File: src/rtl/nru_victim_sel.sv
module nru_victim_sel #(
  parameter int          NFRAMES   = 8,
  parameter logic [15:0] LFSR_SEED = 16'hACE1,
  localparam int         IW        = (NFRAMES > 1) ? $clog2(NFRAMES) : 1
) (
  input  logic          clk,
  input  logic          rst_n,
  input  logic          acc_valid,
  input  logic [IW-1:0] acc_frame,
  input  logic          acc_write,
  input  logic          tick,
  input  logic          victim_req,
  output logic [IW-1:0] victim_frame,
  output logic [1:0]    victim_class,
  output logic          victim_valid
);

  logic [NFRAMES-1:0] ref_q, mod_q, ref_d, mod_d;
  logic [15:0]        lfsr_q;
  logic [NFRAMES-1:0] cls0, cls1, cls2, cls3, cand;
  logic [1:0]         low_cls;
  logic [IW-1:0]      pick;
  logic [15:0]        start_w;

  wire lfsr_fb = lfsr_q[15] ^ lfsr_q[13] ^ lfsr_q[12] ^ lfsr_q[10];

  assign cls0    = ~ref_q & ~mod_q;
  assign cls1    = ~ref_q &  mod_q;
  assign cls2    =  ref_q & ~mod_q;
  assign cls3    =  ref_q &  mod_q;
  assign start_w = lfsr_q % 16'(NFRAMES);

  always_comb begin
    if (|cls0)      begin low_cls = 2'd0; cand = cls0; end
    else if (|cls1) begin low_cls = 2'd1; cand = cls1; end
    else if (|cls2) begin low_cls = 2'd2; cand = cls2; end
    else            begin low_cls = 2'd3; cand = cls3; end
  end

  always_comb begin
    int s;
    pick = '0;
    for (int k = NFRAMES - 1; k >= 0; k--) begin
      s = int'(start_w) + k;
      if (s >= NFRAMES) s = s - NFRAMES;
      if (cand[s]) pick = IW'(s);
    end
  end

  always_comb begin
    ref_d = tick ? '0 : ref_q;
    mod_d = mod_q;
    if (acc_valid) begin
      ref_d[acc_frame] = 1'b1;
      if (acc_write) mod_d[acc_frame] = 1'b1;
    end
  end

  always_ff @(posedge clk or negedge rst_n) begin
    if (!rst_n) begin
      ref_q        <= '0;
      mod_q        <= '0;
      lfsr_q       <= LFSR_SEED;
      victim_valid <= 1'b0;
      victim_frame <= '0;
      victim_class <= 2'd0;
    end else begin
      ref_q        <= ref_d;
      mod_q        <= mod_d;
      lfsr_q       <= {lfsr_q[14:0], lfsr_fb};
      victim_valid <= victim_req;
      if (victim_req) begin
        victim_frame <= pick;
        victim_class <= low_cls;
      end
    end
  end

endmodule


File: config.mk
export PLATFORM = sky130hd
export DESIGN_NAME = nru_victim_sel
export DESIGN_NICKNAME = d
export VERILOG_FILES = /design/src/rtl/nru_victim_sel.sv
export SDC_FILE = /design/constraint.sdc
export NUM_CORES = 1
export LEC_CHECK = 0
export BUFFER_PORTS_ARGS = -buffer_cell sky130_fd_sc_hd__buf_2
export CORE_UTILIZATION = 50
export DETAILED_ROUTE_END_ITERATION = 16
export PLACE_DENSITY = 0.67
export SLEW_MARGIN = 20
export SYNTH_ARGS = -nofsm -noshare
export SYNTH_HDL_FRONTEND = slang
export SYNTH_SLANG_ARGS = --single-unit
File: constraint.sdc
create_clock -name clk -period 4.25 [get_ports clk]
set_input_delay 0.2125 -clock clk [delete_from_list [all_inputs] [get_ports clk]]
set_output_delay 0.2125 -clock clk [all_outputs]
set_load 0.05 [all_outputs]
# Word-level counts from Yosys, hierarchy flattened
# Index checks and enable logic that the tools add are counted.
# word_totals
reg_bits	38
inputBits	9
output_inout_bits	6
wordCells	105
# op_classes
add_sub_neg	15
order_cmp	18
mux	50
bitwise_logic	11
reduce_logical	5
# ops
cell	count
less-than comparator 32 x 5 -> 1 bit, second input constant	8
two-way mux 32 bit	8
two-way mux 8 bit	5
subtractor 4 x 4 -> 5 bit, second input constant	7
bitwise AND 8 bit	4
>= comparator 4 bit, second input constant	7
binary-select mux 1 bit (select 3 bit)	8
two-way mux 3 bit	8
OR reduction 8 bit	3
two-way mux 1 bit	18
adder 3 x 3 -> 4 bit, second input constant	4
inverter 8 bit	2
bitwise OR 8 bit	2
adder 3 x 2 -> 4 bit, second input constant	2
subtractor 3 x 4 -> 5 bit, second input constant	1
adder 3 x 1 -> 4 bit, second input constant	1
>= comparator 3 x 4 -> 1 bit, second input constant	1
less-than comparator 3 x 4 -> 1 bit, second input constant	1
two-way mux 2 bit	2
demux 1 bit (select 3 bit)	1
>= comparator 3 x 1 -> 1 bit, second input constant	1
XOR 1 bit	3
AND reduction 2 bit	1
logical AND 1 bit	1

# Longest topological paths before layout
# Gate-level depths: netlist of the first run.
# depth
ltp_word	17
ltp_mapped	12
depth_no_buf	10

# Least setup slack after synthesis of the first run
# OpenSTA, ideal clock, no wires.
# synth_path
path_type	register to register
from	register mod_q[5]
to	register victim_frame[0]
setup_time_ns	0.129
arrival_time_ns	3.078
path_slack_ns	1.043
path_stages_with_launch	13
n_path_buf	2
path_cell_list	dfrtp_1 > o22ai_1 > or4_1 > buf_6 > buf_8 > o31ai_1 > o211ai_1 > mux4_2 > or3_1 > nand3_2 > or3_2 > a311oi_1 > a2111o_1
# synth_via
elab_chain_len	17
elab_cells_between_ends	43
cone_classes	35 x mux; 5 x bitwise; 3 x reduce/logical
# synth_lines
item	line	source
start: declaration	18	logic [NFRAMES-1:0] ref_q, mod_q, ref_d, mod_d;
start signal: assignment	69	mod_q <= mod_d;
inverter 8 bit	27, 29	
bitwise AND 8 bit	29	assign cls2 = ref_q & ~mod_q;
OR reduction 8 bit	36	else if (|cls2) begin low_cls = 2'd2; cand = cls2; end
two-way mux 8 bit	36	
two-way mux 8 bit	35	else if (|cls1) begin low_cls = 2'd1; cand = cls1; end
two-way mux 8 bit (*)	34	if (|cls0) begin low_cls = 2'd0; cand = cls0; end
binary-select mux 1 bit (select 3 bit)	46	if (cand[s]) pick = IW'(s);
two-way mux 1 bit (implied by the code) (2 in series)	46	
two-way mux 3 bit (7 in series)	46	
two-way mux 3 bit (*)	46	
end signal: assignment	73	victim_frame <= pick;
end: declaration	13	output logic [IW-1:0] victim_frame,
# Mark *: on every way between the ends. The rest lies on a longest branch, timed or not. The select of a mux whose other input is x is not followed.
# A chain may end at the register's enable or synchronous reset.

# Final worst setup path of the first run
# Ends and elaborated chain as after synthesis.

==> run metrics, run 1 <==
status finished, final reports clean; Sw Share 39.0%; clock skew 0.00465 ns; postcts setup bufs 0; Synth top area share 29.0%; Port-buffer cells 14; Synth area leaders dfrtp_1, dfstp_2, mux4_2, nand2_1, nand2b_1; die area 5470 um2; PD cells 421 nW/um2; most frequent cells in the layout dfrtp_1, nand2_1, nor2_1; crit path launch type flip-flop; CTS buffer count 5; RSZ-0062 raised after global routing no; Worst EP required 4.41 ns; post-DR wirelength/cell 17.7 um; CTS tree yes; core area 4850 um2; placed cell areas 2700 um2; vias per cell 6.31; Max Slew Vio Count 0; routability cong. 0.919; post-layout instance area 2790 um2; highest routed layer met4; Reg2Reg Depth 9; global-route wire length before repair 10700 um; H-tree Lvls 2; Clock power frac 20.9%; Reg2Reg Setup Slack 0.42 ns; Layout area overhead 7.83%; pin count of the biggest net entering global routing 39; top_reg_cell synth dfrtp_1; met1 wire length 2970 um; worst setup path category reg2reg; Hold Vio Cnt, Final 0; Peak VDD IR 0.245 mV; Die Y 74.0 um; Net count, final 302; Syn Std Cell Area 2590 um2; Worst-Margin Slew 0.784 ns; Psw 0.000459 W; fraction of registers with async set/reset 100%; clk buf depth 2; Max-Cap Viols 0; clock period minus worst slack 3.83 ns; leading cell type in the layout, fill and taps excluded dfrtp_1; final wirelength 6350 um; non-filler cells, final 359; Cell variety after synth 65; CP startpoint mod_q[5]; Die X 74.0 um; register area share after synthesis 37.1%; met2 WL post-DR 2950 um; clock tree sinks 38; RR Startpoint mod_q[5]; Fmax 261 MHz; reg2reg end victim_frame[0]; fin crit share 90.1%; TritonRoute pass-1 iters 5; all-layer global routing usage 25.6%; met3 routed wirelength 336 um; CP Capture Point victim_frame[0]; layout cell share with drive strength beyond 1 17.8%; Int Power 0.000716 W; relative slew slack 47.8%; final hold slack 0.0126 ns; CP arrival 3.99 ns; setup violators final 0; post-CTS resize count 0; root buf cell clkbuf_8; hold_buf cts 0; Top Ports 15; register bit total from synthesis 38; post-route ant nets 0; DR DRC count 0; Combinational Power Share 42.1%; Yosys warnings 0; Worst Hold Class in2async; placed instance count 351; clk slew on worst S/H paths 0.07 ns; routed via count 2265; P_leak 1.15 nW; synthesized area per cell 9.25 um2; cells after synthesis 280; diode count 0; worst-skew pair later-pin latency 0.28 ns; Final HPWL DP 4660 um; crit-path max FO 17; Syn Nets 291; post-synth top area cell dfrtp_1; Iter 0 DRT Violations 267; Post-synth EDFFs 0; setup tns final 0 ns; # rows 25; sequential share of power 37.0%; CP Capture Type flip-flop; Initial Util 53.4%; gr ovfl total 0; vias in the first global route 2159; initial antenna violation count 0
-- state kept, by name, indices dropped and copies added, names as in the netlist --
register	cells
lfsr_q	16
mod_q	8
ref_q	8
victim_class	2
victim_frame	3
victim_valid	1
-- worst min-delay path by stage --
stage / from / end / slack (ns) / cells after the start
detailed placement: rst_n / lfsr_q[12] / 0.33 / 1
global route: rst_n / lfsr_q[12] / 0.07 / 1
finish: rst_n / lfsr_q[12] / 0.01 / 1
global placement: rst_n / lfsr_q[12] / 0.33 / 1
floorplan: rst_n / lfsr_q[12] / -0.08 / 0
CTS: rst_n / victim_valid / 0.03 / 1
-- critical path: stages, from the launching register on --
cell,delay [ns]
dfrtp_1,0.46
o22ai_1,0.11
or4_1,0.81
nor3_1,0.58
o221ai_1,0.37
mux4_2,0.64
o21a_1,0.25
o21ai_1,0.09
a311oi_1,0.10
a2111o_1,0.30
-- through the flow --
step / power (W) / utilization, % / setup WS (ns)
2_1_floorplan: 0.000822 / - / 1.04
3_3_place_gp: 0.000923 / 55.6 / 0.524
3_5_place_dp: 0.000926 / 55.6 / 0.480
4_1_cts: 0.00117 / 57.6 / 0.477
5_1_grt: 0.00126 / 57.6 / 0.174
6_report: 0.00117 / 57.6 / 0.421
-- per-layer routing --
metal / GRT usage, % / vias to the layer above
li1: - / 1095
met5: 0 / -
met4: 5.13 / 0
met3: 5.69 / 10
met2: 41.9 / 72
met1: 35.0 / 1088
-- cell type report --
type,instances,area (um2)
Sequential cell,38,961
Multi-Input combinational cell,212,1500
Tap cell,67,83.8
Clock buffer,6,82.6
Clock inverter,2,12.5
Timing Repair Buffer,17,92.6
Inverter,17,63.8
Fill cell,426,2060
-- synthesized netlist by cell type, types with 4 or more instances --
library cell,number
a21oi_1,7
a31oi_1,4
clkbuf_1,10
dfrtp_1,30
dfstp_2,8
inv_1,14
mux4_2,6
nand2_1,29
nand2b_1,16
nand3_1,5
nor2_1,19
nor3_1,5
o2111ai_1,7
o211a_1,4
o211ai_1,8
o21ai_0,8
o21bai_1,9
o221ai_1,4
o22ai_1,13
-- kinds of logic (layout without fill, tap and decap cells) --
logic type / Yosys count / count (layout) / share of synthesized area (%)
buf+inv: 30 / 42 / 5.12
simple gates: 98 / 98 / 19.3
compound gates: 97 / 97 / 29.0
flops: 38 / 38 / 37.1
xor+xnor: 5 / 5 / 1.69
mux: 10 / 10 / 6.81
fa+ha+maj: 2 / 2 / 0.966
-- power by group through the flow --
| stage | Sequential [W] | Clock [W] | Combinational, W |
|---|---|---|---|
| final | 0.000434 | 0.000245 | 0.000495 |
| after global routing | 0.000439 | 0.000274 | 0.000544 |
| after CTS | 0.000434 | 0.000253 | 0.000488 |
| after detailed placement | 0.000440 | 0 | 0.000486 |
| after global placement | 0.000439 | 0 | 0.000483 |
| after floorplan | 0.000483 | 0 | 0.000339 |
Power figures use the tool's default switching activity.
==> run 2: changes to the inputs <==
--- a/config.mk
+++ b/config.mk
@@ -5,7 +5,9 @@
 export SDC_FILE = /design/constraint.sdc
 export NUM_CORES = 1
 export LEC_CHECK = 0
+export ABC_CLOCK_PERIOD_IN_PS = 4250
 export BUFFER_PORTS_ARGS = -buffer_cell sky130_fd_sc_hd__buf_2
+export CORE_ASPECT_RATIO = 1.5
 export CORE_UTILIZATION = 50
 export DETAILED_ROUTE_END_ITERATION = 16
 export PLACE_DENSITY = 0.67
==> run metrics, run 2 (same netlist as run 1, synthesis figures left out) <==
status finished, violations left (was finished, final reports clean); violated checks hold timing; leading cell type in the layout, fill and taps excluded dfrtp_1 (unchanged); routed via count 2278 (was 2265); relative slew slack 45.2% (was 47.8%); initial antenna violation count 0 (unchanged); clk slew on worst S/H paths 0.10 ns (was 0.07 ns); layout cell share with drive strength beyond 1 18.9% (was 17.8%); Port-buffer cells 14 (unchanged); core area 4890 um2 (was 4850 um2); CP arrival 4.03 ns (was 3.99 ns); Die Y 90.1 um (was 74.0 um); Layout fillers 470 (was 426); setup tns final 0 ns (unchanged); diode count 0 (unchanged); Worst Hold Class in2async (unchanged); Max-Cap Viols 0 (unchanged); Net count, final 306 (was 302); post-route ant nets 0 (unchanged); Final HPWL DP 4710 um (was 4660 um); CTS tree yes (unchanged); global-route wire length before repair 10600 um (was 10700 um); most frequent cells in the layout dfrtp_1, nand2_1, nor2_1 (unchanged); Hold Vio Cnt, Final 6 (was 0); hold_buf cts 0 (unchanged); Layout area overhead 10.6% (was 7.83%); DR DRC count 0 (unchanged); H-tree Lvls 2 (unchanged); Reg with most FFs lfsr_q (unchanged); Initial Util 53.0% (was 53.4%); Largest stage delay, worst path 0.81 ns (about the same); Int Power 0.000826 W (was 0.000716 W); Sw Share 36.8% (was 39.0%); post-DR wirelength/cell 17.1 um (was 17.7 um); pin count of the biggest net entering global routing 39 (unchanged); Top Ports 15 (unchanged); Psw 0.000481 W (was 0.000459 W); TritonRoute pass-1 iters 4 (was 5); all-layer global routing usage 26.0% (was 25.6%); post-CTS resize count 0 (unchanged); setup violators final 0 (unchanged); clock skew 0.0200 ns (was 0.00465 ns); placed cell areas 2730 um2 (was 2700 um2); worst path cell trace o22ai_1 > or4_1 > nor3_1 > o221ai_1 > mux4_2 > o21ai_4 > or3_1 > a31oi_1 > a2111o_1 (was o22ai_1 > or4_1 > nor3_1 > o221ai_1 > mux4_2 > o21a_1 > o21ai_1 > a311oi_1 > a2111o_1); clock period minus worst slack 3.82 ns (was 3.83 ns); postcts setup bufs 0 (unchanged); CP Capture Type flip-flop (unchanged); vias in the first global route 2210 (was 2159); crit-path max FO 17 (unchanged); clock tree sinks 38 (unchanged); CP max stage cell or4_1 (unchanged); Storage cell area 961 um2 (unchanged); crit path launch type flip-flop (unchanged); RSZ-0062 raised after global routing no (unchanged); worst setup path category reg2reg (unchanged); # rows 31 (was 25); Die X 60.8 um (was 74.0 um); PD cells 456 nW/um2 (was 421 nW/um2); vias per cell 6.29 (was 6.31); Top delay family on crit path simple AND/OR/NAND/NOR gates (unchanged); post-layout instance area 2860 um2 (was 2790 um2); Reg2Reg Setup Slack 0.43 ns (was 0.42 ns); P_leak 1.19 nW (was 1.15 nW); Max Slew Vio Count 0 (unchanged); clk buf depth 2 (unchanged); final wirelength 6200 um (was 6350 um); max reg flops 16 (unchanged); Worst EP required 4.45 ns (was 4.41 ns); root buf cell clkbuf_8 (unchanged); buffer and inverter count on the worst path 0 (unchanged); CTS buffer count 5 (unchanged); gr ovfl total 0 (unchanged); footprint of the multi-input gates 1500 um2 (unchanged); Fmax 262 MHz (was 261 MHz); Reg2Reg Depth 9 (unchanged); Worst-Margin Slew 0.822 ns (was 0.784 ns); largest registers lfsr_q (16), mod_q (8), ref_q (8) (unchanged); RR Startpoint mod_q[5] (unchanged); Combinational Power Share 38.2% (was 42.1%); Iter 0 DRT Violations 124 (was 267); Peak VDD IR 0.250 mV (was 0.245 mV); die area 5480 um2 (was 5470 um2); routability cong. 0.953 (was 0.919); worst-skew pair later-pin latency 0.31 ns (was 0.28 ns); Clock power frac 29.2% (was 20.9%); final hold slack -0.0219 ns (was 0.0126 ns); reg2reg end victim_frame[0] (unchanged); fin crit share 89.9% (was 90.1%); sequential share of power 32.6% (was 37.0%)
## run 2: worst max path at each step
stage | startpoint | endpoint | depth (start not counted)
2_1_floorplan | mod_q[5] | victim_frame[0] | 12
3_3_place_gp | mod_q[5] | victim_frame[0] | 9
3_5_place_dp | mod_q[5] | victim_frame[0] | 9
4_1_cts | mod_q[5] | victim_frame[0] | 9
5_1_grt | mod_q[4] | victim_frame[0] | 9
6_report | mod_q[5] | victim_frame[0] | 9
## run 2: final cells by class
| cell class | count | share of cell area (%) |
|---|---|---|
| clock buffers | 5 | 2.40 |
| clock inverters | 3 | 2.40 |
| inverters | 17 | 2.23 |
| multi-input cells | 212 | 52.2 |
| flip-flops and latches | 38 | 33.6 |
| well taps | 66 | 2.88 |
| repair buffers | 21 | 4.28 |
## run 2: metal layers
metal / part of all wire (%) / vias up / track usage [%] / wire length [um]
li1: - / 1105 / - / -
met1: 39 / 1087 / 29.7 / 2390
met2: 54 / 64 / 45.1 / 3360
met3: 3.1 / 22 / 4.32 / 192
met4: 4.2 / 0 / 12.3 / 259
met5: 0 / - / 0 / 0
## run 2: power by group through the flow
| stage | Sequential [W] | Clock [W] | Combinational (W) |
|---|---|---|---|
| after CTS | 0.000426 | 0.000387 | 0.000497 |
| after global routing | 0.000432 | 0.000399 | 0.000552 |
| final | 0.000426 | 0.000382 | 0.000499 |
| after global placement | 0.000431 | 0 | 0.000495 |
| after floorplan | 0.000483 | 0 | 0.000339 |
| after detailed placement | 0.000433 | 0 | 0.000494 |
## run 2: metrics by stage
stage / total power, W / util (%) / setup slack (ns) / std cells
2_1_floorplan: 0.000822 / - / 1.04 / 280
6_report: 0.00131 / 58.6 / 0.429 / 362
5_1_grt: 0.00138 / 58.6 / 0.197 / 362
4_1_cts: 0.00131 / 58.6 / 0.408 / 362
3_5_place_dp: 0.000927 / 55.8 / 0.385 / 354
3_3_place_gp: 0.000926 / 55.8 / 0.427 / 354
==> run 3: changes to the inputs <==
--- a/config.mk
+++ b/config.mk
@@ -11,6 +11,7 @@
 export CORE_UTILIZATION = 50
 export DETAILED_ROUTE_END_ITERATION = 16
 export PLACE_DENSITY = 0.67
+export RECOVER_POWER = 100
 export SLEW_MARGIN = 20
 export SYNTH_ARGS = -nofsm -noshare
 export SYNTH_HDL_FRONTEND = slang
==> run metrics, run 3 (same netlist as run 1, synthesis figures left out) <==
Clock power frac 29.3% (was 29.2%); clock tree sinks 38 (unchanged); PD cells 457 nW/um2 (was 456 nW/um2); CTS tree yes (unchanged); H-tree Lvls 2 (unchanged); Reg with most FFs lfsr_q (unchanged); placed cell areas 2730 um2 (unchanged); fin crit share 91.5% (was 89.9%); TritonRoute pass-1 iters 4 (unchanged); post-CTS resize count 0 (unchanged); layout cell share with drive strength beyond 1 13.5% (was 18.9%); relative slew slack -28.2% (was 45.2%); Psw 0.000478 W (was 0.000481 W); all-layer global routing usage 26.0% (unchanged); RR Startpoint lfsr_q[0] (was mod_q[5]); worst-skew pair later-pin latency 0.31 ns (about the same); largest registers lfsr_q (16), mod_q (8), ref_q (8) (unchanged); worst setup path category reg2reg (unchanged); clock period minus worst slack 3.89 ns (was 3.82 ns); final hold slack 0.219 ns (was -0.0219 ns); CP startpoint lfsr_q[0] (was mod_q[5]); Hold Vio Cnt, Final 0 (was 6); Int Power 0.000817 W (was 0.000826 W); leading cell type in the layout, fill and taps excluded dfrtp_1 (unchanged); post-DR wirelength/cell 17.1 um (about the same); initial antenna violation count 0 (unchanged); pin count of the biggest net entering global routing 39 (unchanged); # rows 31 (unchanged); Sw Share 36.9% (was 36.8%); CP Capture Type flip-flop (unchanged); Iter 0 DRT Violations 111 (was 124); P_leak 1.15 nW (was 1.19 nW); worst hold start tick; crit path launch type flip-flop (unchanged); setup tns final 0 ns (unchanged); Combinational Power Share 37.8% (was 38.2%); vias in the first global route 2210 (unchanged); gr ovfl total 0 (unchanged); Worst EP required 4.45 ns (about the same); DR DRC count 0 (unchanged); non-filler cells, final 362 (unchanged); CTS buffer count 5 (unchanged); Layout area overhead 9.47% (was 10.6%); Max-Cap Viols 1 (was 0); clock skew 0.0206 ns (was 0.0200 ns); setup violators final 0 (unchanged); routed via count 2262 (was 2278); vias per cell 6.25 (was 6.29); Final HPWL DP 4710 um (unchanged); Hold Path Depth 2; clk buf depth 2 (unchanged); Peak VDD IR 0.249 mV (was 0.250 mV); Worst-Margin Slew 1.92 ns (was 0.822 ns); Initial Util 53.0% (unchanged); Max Slew Vio Count 39 (was 0); CP arrival 4.09 ns (was 4.03 ns); routability cong. 0.953 (unchanged); post-layout instance area 2830 um2 (was 2860 um2); Top Ports 15 (unchanged); crit-path max FO 23 (was 17); most frequent cells in the layout dfrtp_1, nand2_1, nor2_1 (unchanged); max reg flops 16 (unchanged); RSZ-0062 raised after global routing no (unchanged); Worst Hold Class in2reg (was in2async); sequential share of power 32.9% (was 32.6%); Layout fillers 476 (was 470); status finished, violations left (unchanged); placed instance count 354 (unchanged); Die Y 90.1 um (unchanged); clk slew on worst S/H paths 0.10 ns (about the same); root buf cell clkbuf_8 (unchanged); Fmax 257 MHz (was 262 MHz); die area 5480 um2 (unchanged); post-route ant nets 0 (unchanged); final wirelength 6210 um (was 6200 um); Reg2Reg Depth 8 (was 9); core area 4890 um2 (unchanged); postcts setup bufs 0 (unchanged); diode count 0 (unchanged); Net count, final 306 (unchanged); Port-buffer cells 14 (unchanged); Die X 60.8 um (unchanged); violated checks capacitance limit, slew limit (was hold timing); hold_buf cts 0 (unchanged); global-route wire length before repair 10600 um (unchanged)
==> run 3: critical path: stages (launching register included) <==
cell      delay, ns
dfstp_1        1.05
inv_2          0.25
ha_1           0.61
o41ai_1        0.70
nand3_1        0.25
mux2i_1        0.35
or3_1          0.16
a31oi_1        0.08
a2111o_1       0.35
==> run 3: final timing paths <==
path	end	slack, ns
worst max-delay path	victim_frame[0]	0.36
worst min-delay path	ref_q[7]	0.22
worst max register to register	victim_frame[0]	0.36
worst min register to register	lfsr_q[9]	0.35
max in group asynchronous	mod_q[2]	2.70
min in group asynchronous	victim_frame[2]	0.42
==> run 3: through the flow <==
| step | power (W) | utilization (%) | worst slack, ns |
|---|---|---|---|
| finish | 0.00130 | 58.0 | 0.363 |
| floorplan | 0.000822 | - | 1.04 |
| CTS | 0.00131 | 58.6 | 0.408 |
| detailed placement | 0.000927 | 55.8 | 0.385 |
| global placement | 0.000926 | 55.8 | 0.427 |
| global route | 0.00137 | 58.0 | 0.158 |
==> run 3: metal layers <==
metal | part of all wire [%] | vias to the layer above | routed length, um | global-route usage (%)
li1 | - | 1101 | - | -
met1 | 38 | 1083 | 2380 | 29.7
met3 | 2.7 | 24 | 169 | 4.32
met5 | 0 | - | 0 | 0
met2 | 54 | 54 | 3380 | 45.1
met4 | 4.4 | 0 | 274 | 12.3
==> run 3: power groups by stage <==
| stage | logic, W | registers (W) | clock network [W] |
|---|---|---|---|
| floorplan | 0.000339 | 0.000483 | 0 |
| global placement | 0.000495 | 0.000431 | 0 |
| detailed placement | 0.000494 | 0.000433 | 0 |
| CTS | 0.000497 | 0.000426 | 0.000387 |
| global route | 0.000543 | 0.000433 | 0.000399 |
| finish | 0.000490 | 0.000426 | 0.000379 |
==> run 3: layout make-up <==
| type | count | area [um2] | share of cell area (%) |
|---|---|---|---|
| Clock buffer | 5 | 68.8 | 2.43 |
| Clock inverter | 3 | 68.8 | 2.43 |
| Inverter | 17 | 63.8 | 2.25 |
| Multi-Input combinational cell | 212 | 1500 | 52.8 |
| Sequential cell | 38 | 961 | 33.9 |
| Tap cell | 66 | 82.6 | 2.91 |
| Timing Repair Buffer | 21 | 93.8 | 3.31 |
